### config.mk
export PLATFORM = sky130hd
export DESIGN_NAME = tdm_slot_gen
export DESIGN_NICKNAME = d
export VERILOG_FILES = /design/src/rtl/tdm_slot_pkg.sv /design/src/rtl/tdm_sync_pick.sv /design/src/rtl/tdm_pos_counter.sv /design/src/rtl/tdm_window_cmp.sv /design/src/rtl/tdm_slot_gen.sv
export SDC_FILE = /design/constraint.sdc
export NUM_CORES = 1
export LEC_CHECK = 0
export ABC_CLOCK_PERIOD_IN_PS = 8650
export CAP_MARGIN = 20
export CELL_PAD_IN_SITES_DETAIL_PLACEMENT = 0
export CELL_PAD_IN_SITES_GLOBAL_PLACEMENT = 2
export CORE_MARGIN = 2
export CORE_UTILIZATION = 34
export DETAILED_ROUTE_END_ITERATION = 8
export PLACE_DENSITY = 0.95
export SLEW_MARGIN = 25
export SYNTH_ARGS = -nofsm -noshare
export SYNTH_HDL_FRONTEND = slang
export SYNTH_HIERARCHICAL = 1
export SYNTH_SLANG_ARGS = --single-unit
### constraint.sdc
create_clock -name clk -period 8.65 [get_ports clk]
set_clock_uncertainty 0.05 [all_clocks]
set_input_delay 2.1625 -clock clk [delete_from_list [all_inputs] [get_ports clk]]
set_output_delay 2.1625 -clock clk [all_outputs]
set_load 0.01 [all_outputs]
### src/rtl/tdm_slot_pkg.sv
package tdm_slot_pkg;
  localparam int IDX_W_D   = 6;
  localparam int SHIFT_W_D = 3;
  localparam int LEN_W_D   = 8;
  localparam int NSYNC_D   = 3;
  localparam int SEL_W_D   = 2;
  // Position must reach idx*2^shift_w + shift + len; two spare bits leave room to saturate.
  localparam int POS_W_D   = IDX_W_D + SHIFT_W_D + 2;
endpackage

### src/rtl/tdm_sync_pick.sv
module tdm_sync_pick #(
  parameter int NSYNC = tdm_slot_pkg::NSYNC_D,
  parameter int SEL_W = tdm_slot_pkg::SEL_W_D
) (
  input  logic             clk,
  input  logic             rst_n,
  input  logic             bit_en,
  input  logic [NSYNC-1:0] sync_in,
  input  logic [SEL_W-1:0] sync_sel,
  output logic             sync_edge
);
  logic [NSYNC-1:0] hit;
  logic             sync_now;
  logic             prev_q, prev_d;

  for (genvar g = 0; g < NSYNC; g++) begin : g_pick
    assign hit[g] = sync_in[g] && (sync_sel == SEL_W'(g));
  end

  assign sync_now = |hit;

  always_comb begin
    prev_d = prev_q;
    if (bit_en) prev_d = sync_now;
  end

  always_ff @(posedge clk or negedge rst_n) begin
    if (!rst_n) prev_q <= 1'b0;
    else        prev_q <= prev_d;
  end

  assign sync_edge = bit_en && sync_now && !prev_q;

  AST_EDGE_SINGLE: assert property (@(posedge clk) disable iff (!rst_n)
    sync_edge |=> !sync_edge);
endmodule

### src/rtl/tdm_pos_counter.sv
module tdm_pos_counter #(
  parameter int POS_W = tdm_slot_pkg::POS_W_D
) (
  input  logic             clk,
  input  logic             rst_n,
  input  logic             bit_en,
  input  logic             sync_edge,
  input  logic             clr_ok,
  output logic             armed,
  output logic [POS_W-1:0] pos
);
  localparam logic [POS_W-1:0] POS_MAX = '1;

  logic             armed_d;
  logic [POS_W-1:0] pos_d;

  always_comb begin
    armed_d = armed;
    pos_d   = pos;
    if (clr_ok) begin
      armed_d = 1'b0;
      pos_d   = '0;
    end else if (bit_en) begin
      if (sync_edge) begin
        armed_d = 1'b1;
        pos_d   = '0;
      end else if (armed && pos != POS_MAX) begin
        pos_d = pos + POS_W'(1);
      end
    end
  end

  always_ff @(posedge clk or negedge rst_n) begin
    if (!rst_n) begin
      armed <= 1'b0;
      pos   <= '0;
    end else begin
      armed <= armed_d;
      pos   <= pos_d;
    end
  end

  AST_SYNC_RESTART: assert property (@(posedge clk) disable iff (!rst_n)
    (sync_edge && !clr_ok) |=> (armed && pos == '0));
  AST_POS_STEP: assert property (@(posedge clk) disable iff (!rst_n)
    (bit_en && !sync_edge && !clr_ok && armed && pos != POS_MAX)
      |=> pos == $past(pos) + POS_W'(1));
  AST_POS_HOLD: assert property (@(posedge clk) disable iff (!rst_n)
    (!bit_en && !clr_ok) |=> ($stable(pos) && $stable(armed)));
  AST_CLR_DISARM: assert property (@(posedge clk) disable iff (!rst_n)
    clr_ok |=> !armed);
endmodule

### src/rtl/tdm_window_cmp.sv
module tdm_window_cmp #(
  parameter int IDX_W   = tdm_slot_pkg::IDX_W_D,
  parameter int SHIFT_W = tdm_slot_pkg::SHIFT_W_D,
  parameter int LEN_W   = tdm_slot_pkg::LEN_W_D,
  parameter int POS_W   = tdm_slot_pkg::POS_W_D
) (
  input  logic               armed,
  input  logic [POS_W-1:0]   pos,
  input  logic [IDX_W-1:0]   slot_idx,
  input  logic [SHIFT_W-1:0] bit_shift,
  input  logic [LEN_W-1:0]   slot_len,
  input  logic               cont_mode,
  input  logic               sync_ignore,
  output logic               win
);
  logic [POS_W-1:0] start_pos;
  logic [POS_W-1:0] last_pos;
  logic             past_start;
  logic             before_end;

  always_comb begin
    start_pos  = (POS_W'(slot_idx) << SHIFT_W) | POS_W'(bit_shift);
    last_pos   = start_pos + POS_W'(slot_len);
    past_start = pos >= start_pos;
    before_end = cont_mode || (pos <= last_pos);
    win        = sync_ignore || (armed && past_start && before_end);
  end
endmodule

### src/rtl/tdm_slot_gen.sv
module tdm_slot_gen #(
  parameter int IDX_W   = tdm_slot_pkg::IDX_W_D,
  parameter int SHIFT_W = tdm_slot_pkg::SHIFT_W_D,
  parameter int LEN_W   = tdm_slot_pkg::LEN_W_D,
  parameter int NSYNC   = tdm_slot_pkg::NSYNC_D,
  parameter int SEL_W   = tdm_slot_pkg::SEL_W_D
) (
  input  logic               clk,
  input  logic               rst_n,
  input  logic               bit_en,
  input  logic [NSYNC-1:0]   sync_in,
  input  logic [SEL_W-1:0]   sync_sel,
  input  logic [IDX_W-1:0]   slot_idx,
  input  logic [SHIFT_W-1:0] bit_shift,
  input  logic [LEN_W-1:0]   slot_len,
  input  logic               cont_mode,
  input  logic               sync_ignore,
  input  logic               xfer_en,
  input  logic               cnt_clr,
  output logic               win_active,
  output logic               xfer_strobe
);
  localparam int POS_W = IDX_W + SHIFT_W + 2;

  logic [1:0]       rst_q;
  logic             rst_i_n;
  logic             sync_edge;
  logic             clr_ok;
  logic             armed;
  logic [POS_W-1:0] pos;

  // Asynchronous assertion, synchronous release.
  always_ff @(posedge clk or negedge rst_n) begin
    if (!rst_n) rst_q <= 2'b00;
    else        rst_q <= {rst_q[0], 1'b1};
  end
  assign rst_i_n = rst_q[1];

  assign clr_ok = cnt_clr && !xfer_en;

  tdm_sync_pick #(.NSYNC(NSYNC), .SEL_W(SEL_W)) u_pick (
    .clk(clk), .rst_n(rst_i_n), .bit_en(bit_en),
    .sync_in(sync_in), .sync_sel(sync_sel), .sync_edge(sync_edge)
  );

  tdm_pos_counter #(.POS_W(POS_W)) u_cnt (
    .clk(clk), .rst_n(rst_i_n), .bit_en(bit_en), .sync_edge(sync_edge),
    .clr_ok(clr_ok), .armed(armed), .pos(pos)
  );

  tdm_window_cmp #(.IDX_W(IDX_W), .SHIFT_W(SHIFT_W), .LEN_W(LEN_W), .POS_W(POS_W)) u_cmp (
    .armed(armed), .pos(pos), .slot_idx(slot_idx), .bit_shift(bit_shift),
    .slot_len(slot_len), .cont_mode(cont_mode), .sync_ignore(sync_ignore),
    .win(win_active)
  );

  assign xfer_strobe = win_active && xfer_en && bit_en;

  AST_IGNORE_OPEN: assert property (@(posedge clk) disable iff (!rst_i_n)
    sync_ignore |-> win_active);
  AST_UNARMED_SHUT: assert property (@(posedge clk) disable iff (!rst_i_n)
    (!armed && !sync_ignore) |-> !win_active);
  AST_CLR_SHUTS: assert property (@(posedge clk) disable iff (!rst_i_n)
    (cnt_clr && !xfer_en) |=> (sync_ignore || !win_active));
  AST_STROBE_QUAL: assert property (@(posedge clk) disable iff (!rst_i_n)
    xfer_strobe |-> (win_active && xfer_en));
  AST_RESET_QUIET: assert property (@(posedge clk)
    !rst_i_n |-> (!xfer_strobe && (sync_ignore || !win_active)));
endmodule

# Word-level counts from Yosys, hierarchy flattened
# Cells that the tools add are included.
[word_totals] reg_bits=15 inputBits=29 output_inout_bits=2 elab_cells=41
[classes] n_addsub=2 n_lt_le_gt_ge=2 n_eq_ne=3 muxes=7 n_bitwise=1 n_reduce_logical=22
[op_table] cell="$mux W11" n=4
[op_table] cell="$add A11 B1 Y11 const B" n=1
[op_table] cell="$add A11 B8 Y11" n=1
[op_table] cell="$ge A11 B11 Y1" n=1
[op_table] cell="$le A11 B11 Y1" n=1
[op_table] cell="$logic_and A1 B1 Y1" n=11
[op_table] cell="$ne A11 B11 Y1 const B" n=1
[op_table] cell="$or A9 B3 Y9" n=1
[op_table] cell="$reduce_and A2 Y1" n=2
[op_table] cell="$reduce_bool A2 Y1" n=2
[op_table] cell="$mux W1" n=3
[op_table] cell="$reduce_bool A3 Y1" n=1
[op_table] cell="$reduce_or A3 Y1" n=1
[op_table] cell="$eq A2 B1 Y1 const B" n=1
[op_table] cell="$eq A2 B2 Y1 const B" n=1
[op_table] cell="$logic_not A1 Y1" n=2
[op_table] cell="$logic_not A2 Y1" n=1
[op_table] cell="$logic_or A1 B1 Y1" n=2

# Logic depth before layout (Yosys ltp)
# Gate-level depths: netlist of the first run.
[logic_depth] depth_word=8 depth_mapped=15 mapped_depth_nobuf=15

# Hierarchy
# The synthesis of the first run kept the hierarchy.
[by_module_without_submodules] mod="tdm_window_cmp" n_inst=1 cells_each=96 area_per_inst_um2=772.0 seq_area_each_um2=0.0
[by_module_without_submodules] mod="tdm_pos_counter" n_inst=1 cells_each=73 area_per_inst_um2=744.5 seq_area_each_um2=300.3
[by_module_without_submodules] mod="tdm_sync_pick" n_inst=1 cells_each=8 area_per_inst_um2=78.8 seq_area_each_um2=25.0
[by_module_without_submodules] mod="tdm_slot_gen" n_inst=1 cells_each=5 area_per_inst_um2=66.3 seq_area_each_um2=50.0

# Worst setup path before layout of the first run
# Ideal clock, no wire load.
[synth_path] path_type="input-to-output" start="in bit_shift[0]" end="out xfer_strobe" arrival_time_ps=4737 t_required_ps=6438 path_slack_ps=1700 cell_stages=15 n_path_buf=0 path_cell_list="ha_1 -> inv_1 -> fa_1 -> nor2b_1 -> o31a_1 -> o211a_1 -> nor2_1 -> xnor2_1 -> ha_1 -> a21o_1 -> a211oi_1 -> a21o_1 -> a311o_1 -> a41o_1 -> and3_1"
[synth_between] elab_chain_len=8 word_cells_on_any_way=10 cone_classes="add/sub: 1; order compare: 2; bitwise: 1; reduce/logical: 6"
[synth_rtl] item="start, declared" line="tdm_slot_gen.sv:14" text="input logic [SHIFT_W-1:0] bit_shift,"
[synth_rtl] item="$or A9 B3 Y9 *" line="tdm_window_cmp.sv:22" text="start_pos = (POS_W'(slot_idx) << SHIFT_W) | POS_W'(bit_shift);"
[synth_rtl] item="$add A11 B8 Y11" line="tdm_window_cmp.sv:23" text="last_pos = start_pos + POS_W'(slot_len);"
[synth_rtl] item="$le A11 B11 Y1" line="tdm_window_cmp.sv:25" text="before_end = cont_mode || (pos <= last_pos);"
[synth_rtl] item="$logic_or A1 B1 Y1" line="tdm_window_cmp.sv:25"
[synth_rtl] item="$logic_and A1 B1 Y1 *" line="tdm_window_cmp.sv:26" text="win = sync_ignore || (armed && past_start && before_end);"
[synth_rtl] item="$logic_or A1 B1 Y1 *" line="tdm_window_cmp.sv:26"
[synth_rtl] item="named net win_active" line="tdm_slot_gen.sv:20" text="output logic win_active,"
[synth_rtl] item="$logic_and A1 B1 Y1 * (2 in a row)" line="tdm_slot_gen.sv:57" text="assign xfer_strobe = win_active && xfer_en && bit_en;"
[synth_rtl] item="end, declared" line="tdm_slot_gen.sv:21" text="output logic xfer_strobe"
# Mark *: on every way through the listed nets, which the timed path passes. The rest lies on a longest branch.

# Worst setup path in the final report of the first run
[layout_path] start="in bit_shift[0]" end="out xfer_strobe"
[layout_between] elab_chain_len=8 word_cells_on_any_way=10 cone_classes="add/sub: 1; order compare: 2; bitwise: 1; reduce/logical: 6"
[layout_rtl] item="$or A9 B3 Y9 *" line="tdm_window_cmp.sv:22"
[layout_rtl] item="$add A11 B8 Y11" line="tdm_window_cmp.sv:23"
[layout_rtl] item="$le A11 B11 Y1" line="tdm_window_cmp.sv:25"
[layout_rtl] item="$logic_or A1 B1 Y1" line="tdm_window_cmp.sv:25"
[layout_rtl] item="$logic_and A1 B1 Y1 *" line="tdm_window_cmp.sv:26"
[layout_rtl] item="$logic_or A1 B1 Y1 *" line="tdm_window_cmp.sv:26"
[layout_rtl] item="$logic_and A1 B1 Y1 * (2 in a row)" line="tdm_slot_gen.sv:57"
# Every way passes the cells marked *; elsewhere a longest branch is shown, timed or not.

==> flow_metrics.tcl, run 1 <==
set metrics [dict create \
    run_status "complete, no violations" \
    ioPinCount 31 \
    dp_cells 276 \
    wirelength_mm 3.80 \
    finalSetupTns_ns 0 \
    fp.coreArea_sq_um 4720 \
    postRouteAntennaNets 0 \
    power.static_leakage_nw 0.978 \
    crit_path_start_kind "input pin" \
    worst-path-max-fanout 3 \
    cp_num_cells 17 \
    yosysSeqAreaShare_pct 22.6 \
    power.share.combinational_pct 38.0 \
    hold_violations 0 \
    drc_errors 0 \
    clk_pin_slew_ns 0.07 \
    clock_insertion_delay_worst_skew_ns 0.25 \
    tightestPinTransition_ns 0.873 \
    numClockSinks 15 \
    post_cts_resize_count 0 \
    drt_pass1_iterations 4 \
    timing.critical_path.buf_inv 3 \
    yosysWarnings 6 \
    series_of_cell_instances_along_the_critical_path "clkdlybuf4s50_1 > ha_1 > inv_1 > fa_1 > nor2b_1 > o31a_1 > o211a_1 > nor2_1 > xnor2_1 > ha_1 > a21o_1 > a211oi_1 > a21o_1 > a311o_1 > a41o_1 > and3_1 > clkdlybuf4s50_1" \
    die_w_um 73.9 \
    grtUsageTotal_pct 14.7 \
    gp_routability_congestion 0.775 \
    post_synthesis_instance_area_sq_um 1660 \
    grt_start_max_net_pins 14 \
    globalRoute.totalOverflow 0 \
    ys_dominant_reg_cell "sky130_fd_sc_hd__dfrtp_1" \
    cts_hold_repair.buffers 0 \
    postSynthRegisterBits 15 \
    min_path_type "flop to asynchronous set/reset pin" \
    final_net_count 272 \
    drtIter0Drc 27 \
    reg2reg_depth 6 \
    portBuffers 30 \
    tritoncts_clock_tree "yes" \
    fp.dieArea_sq_um 5460 \
    total_switching_power_mw 0.0791 \
    wl_per_cell_um 13.6 \
    grt_first_pass_wirelength_mm 6.31 \
    syn_inst 182 \
    detail_route.vias_per_cell 5.33 \
    filler_cell_count 483 \
    p_int_mw 0.153 \
    maxSlewHeadroom_pct 41.8 \
    slew_violations 0 \
    ys_top_cells_by_count "28 x sky130_fd_sc_hd__ha_1, 16 x sky130_fd_sc_hd__inv_1, 15 x sky130_fd_sc_hd__dfrtp_1" \
    synth_top_cell_by_area "sky130_fd_sc_hd__dfrtp_1" \
    p_sw_share_pct 34.0 \
    drv_cap 0 \
    die_height_um 73.9 \
    area_growth_syn_to_layout_pct 24.3 \
    antenna_cells_inserted 0 \
    crit_arrival_ns 5.84 \
    critical_path.endpoint_type "output port" \
    slowest_delay_ns 0.53 \
    post_layout_nonfiller_instances 280 \
    pwr_density_nw_per_um2 113 \
    rows 25 \
    synth_async_sr_flop_share_pct 100 \
    cp.required_ns 6.44 \
    cpLargestDelayFamily "compound AO/OA/AOI/OAI gates" \
    grt_antenna_before_repair 0 \
    floorplan.initialDensity_pct 35.2 \
    power_frac_clock_pct 25.1 \
    h-tree-depth 1 \
    synth.most_common_cell "sky130_fd_sc_hd__ha_1" \
    rsz0062_at_grt "no" \
    finalWorstPathRequiredPeriod_ns 8.05 \
    synth_edf_count 0 \
    cts.root.buffer_cell "sky130_fd_sc_hd__clkbuf_8" \
    first_global_vias 1417 \
    dpl.hpwl_mm 2.96 \
    cts_max_path_buffers 2 \
    drive_above_1_share_pct 5.16 \
    postSynthAreaPerCell_sq_um 9.13 \
    synth_cell_types 48 \
    post-cts-setup-buffer-count 0 \
    path_class "input pin to output port" \
    power_frac_seq_pct 36.9 \
    vias 1491 \
    mappedNetlistNets 240 \
    synth.top_cell.area_share_pct 22.6 \
    irDropWorstVdd_uv 76.5 \
    cpMaxStageDelayCell "sky130_fd_sc_hd__clkdlybuf4s50_1" \
    max_freq_ghz 0.124 \
    final_min_period_over_clock_period_pct 93.1 \
    final-setup-viol-count 0 \
    yosys-top-cells-area "sky130_fd_sc_hd__dfrtp_1 23%, sky130_fd_sc_hd__ha_1 21%, sky130_fd_sc_hd__o21ai_0 3.6%, sky130_fd_sc_hd__inv_1 3.6%, sky130_fd_sc_hd__a21o_1 3.2%" \
    clock_buffers_created_by_tritoncts 3 \
]
## cell families after synthesis
| family | Yosys count | share of synthesized area [%] |
|---|---|---|
| other cells | 1 | 0.226 |
| buf+inv | 19 | 5.20 |
| simple gates | 49 | 19.1 |
| compound gates | 60 | 25.7 |
| mux | 3 | 1.81 |
| fa+ha+maj | 29 | 22.3 |
| flops | 15 | 22.6 |
| xor+xnor | 6 | 3.16 |
## power groups by stage
| stage | Sequential (mW) | Combinational [mW] | Clock, mW |
|---|---|---|---|
| after floorplan | 0.0840 | 0.0599 | 0 |
| after global placement | 0.0871 | 0.0887 | 0 |
| after detailed placement | 0.0873 | 0.0887 | 0 |
| after CTS | 0.0859 | 0.0894 | 0.0593 |
| after global routing | 0.0871 | 0.101 | 0.0622 |
| final | 0.0858 | 0.0883 | 0.0584 |
## final timing paths
kind | startpoint | to | slack (ns)
min in group clk | rst_q[0]$_DFF_PN0_ | rst_q[1]$_DFF_PN0_ | 0.31
hold reg to reg | rst_q[1]$_DFF_PN0_ | u_pick/prev_q$_DFFE_PN0P_ | 0.17
setup / recovery | bit_shift[0] | xfer_strobe | 0.60
max in group asynchronous | rst_n | rst_q[1]$_DFF_PN0_ | 6.42
setup reg to reg | u_pick/prev_q$_DFFE_PN0P_ | u_cnt/pos[9]$_DFFE_PN0P_ | 6.26
hold / removal | rst_q[1]$_DFF_PN0_ | u_pick/prev_q$_DFFE_PN0P_ | 0.17
## registers in the layout, summed over array words and instances, names as in the netlist
name and count:
rst_q 2, u_pick/prev_q 1, u_cnt/pos 11, u_cnt/armed 1
## stage by stage
step | instance area [sq um] | total power [mW] | util (%) | hold WS [ns] | setup slack [ns]
after global routing | 2070 | 0.250 | 43.7 | 0.225 | 0.370
final | 2070 | 0.232 | 43.7 | 0.170 | 0.595
after global placement | 2020 | 0.176 | 42.8 | 0.192 | 0.572
after detailed placement | 2020 | 0.176 | 42.8 | 0.203 | 0.576
after floorplan | 1660 | 0.144 | - | 0.110 | 1.70
after CTS | 2070 | 0.235 | 43.7 | 0.209 | 0.567
## layer usage
layer  global-route usage (%)  share of wire [%]  vias up
met5                        0                  0        -
met4                     5.05               0.76        0
met3                     1.37                3.1        4
met2                     25.4                 49       28
met1                     19.1                 47      706
li1                         -                  -      753
## placed cells by master (no fill, tap or decap), types with 3 or more instances in the layout
master / n
sky130_fd_sc_hd__nand4_1: 3
sky130_fd_sc_hd__nor2b_1: 3
sky130_fd_sc_hd__a21oi_1: 8
sky130_fd_sc_hd__mux2i_1: 3
sky130_fd_sc_hd__a31oi_1: 7
sky130_fd_sc_hd__o311ai_1: 3
sky130_fd_sc_hd__nand3_1: 4
sky130_fd_sc_hd__a21o_1: 7
sky130_fd_sc_hd__o21ai_0: 12
sky130_fd_sc_hd__nand2_1: 5
sky130_fd_sc_hd__a41oi_1: 3
sky130_fd_sc_hd__nor2_1: 9
sky130_fd_sc_hd__nand2b_1: 5
sky130_fd_sc_hd__ha_1: 28
sky130_fd_sc_hd__o21a_1: 3
sky130_fd_sc_hd__a211oi_1: 4
sky130_fd_sc_hd__clkbuf_8: 3
sky130_fd_sc_hd__and3_1: 3
sky130_fd_sc_hd__inv_1: 16
sky130_fd_sc_hd__xor2_1: 4
sky130_fd_sc_hd__dfrtp_1: 15
sky130_fd_sc_hd__clkdlybuf4s50_1: 30
## cell type report
| type | instances | area (sq um) | area share [%] |
|---|---|---|---|
| well taps | 67 | 83.8 | 4.06 |
| clock inverters | 1 | 5.00 | 0.242 |
| inverters | 16 | 60.1 | 2.91 |
| clock buffers | 3 | 41.3 | 2.00 |
| repair buffers | 30 | 300 | 14.5 |
| flip-flops and latches | 15 | 375 | 18.2 |
| multi-input cells | 148 | 1200 | 58.1 |
Note: power is estimated with default switching activity, not from simulation.
==> run 2, diff against run 1 <==
--- a/config.mk
+++ b/config.mk
@@ -6,7 +6,6 @@
 export NUM_CORES = 1
 export LEC_CHECK = 0
 export ABC_CLOCK_PERIOD_IN_PS = 8650
-export CAP_MARGIN = 20
 export CELL_PAD_IN_SITES_DETAIL_PLACEMENT = 0
 export CELL_PAD_IN_SITES_GLOBAL_PLACEMENT = 2
 export CORE_MARGIN = 2
@@ -18,3 +17,4 @@
 export SYNTH_HDL_FRONTEND = slang
 export SYNTH_HIERARCHICAL = 1
 export SYNTH_SLANG_ARGS = --single-unit
+export TNS_END_PERCENT = 5
==> results of run 2 <==
Final layout, timing and power as in run 1 (identical DEF).
==> run 3, diff against run 2 <==
--- a/config.mk
+++ b/config.mk
@@ -12,7 +12,6 @@
 export CORE_UTILIZATION = 34
 export DETAILED_ROUTE_END_ITERATION = 8
 export PLACE_DENSITY = 0.95
-export SLEW_MARGIN = 25
 export SYNTH_ARGS = -nofsm -noshare
 export SYNTH_HDL_FRONTEND = slang
 export SYNTH_HIERARCHICAL = 1
==> results of run 3 <==
Final layout, timing and power as in run 1 (identical DEF).
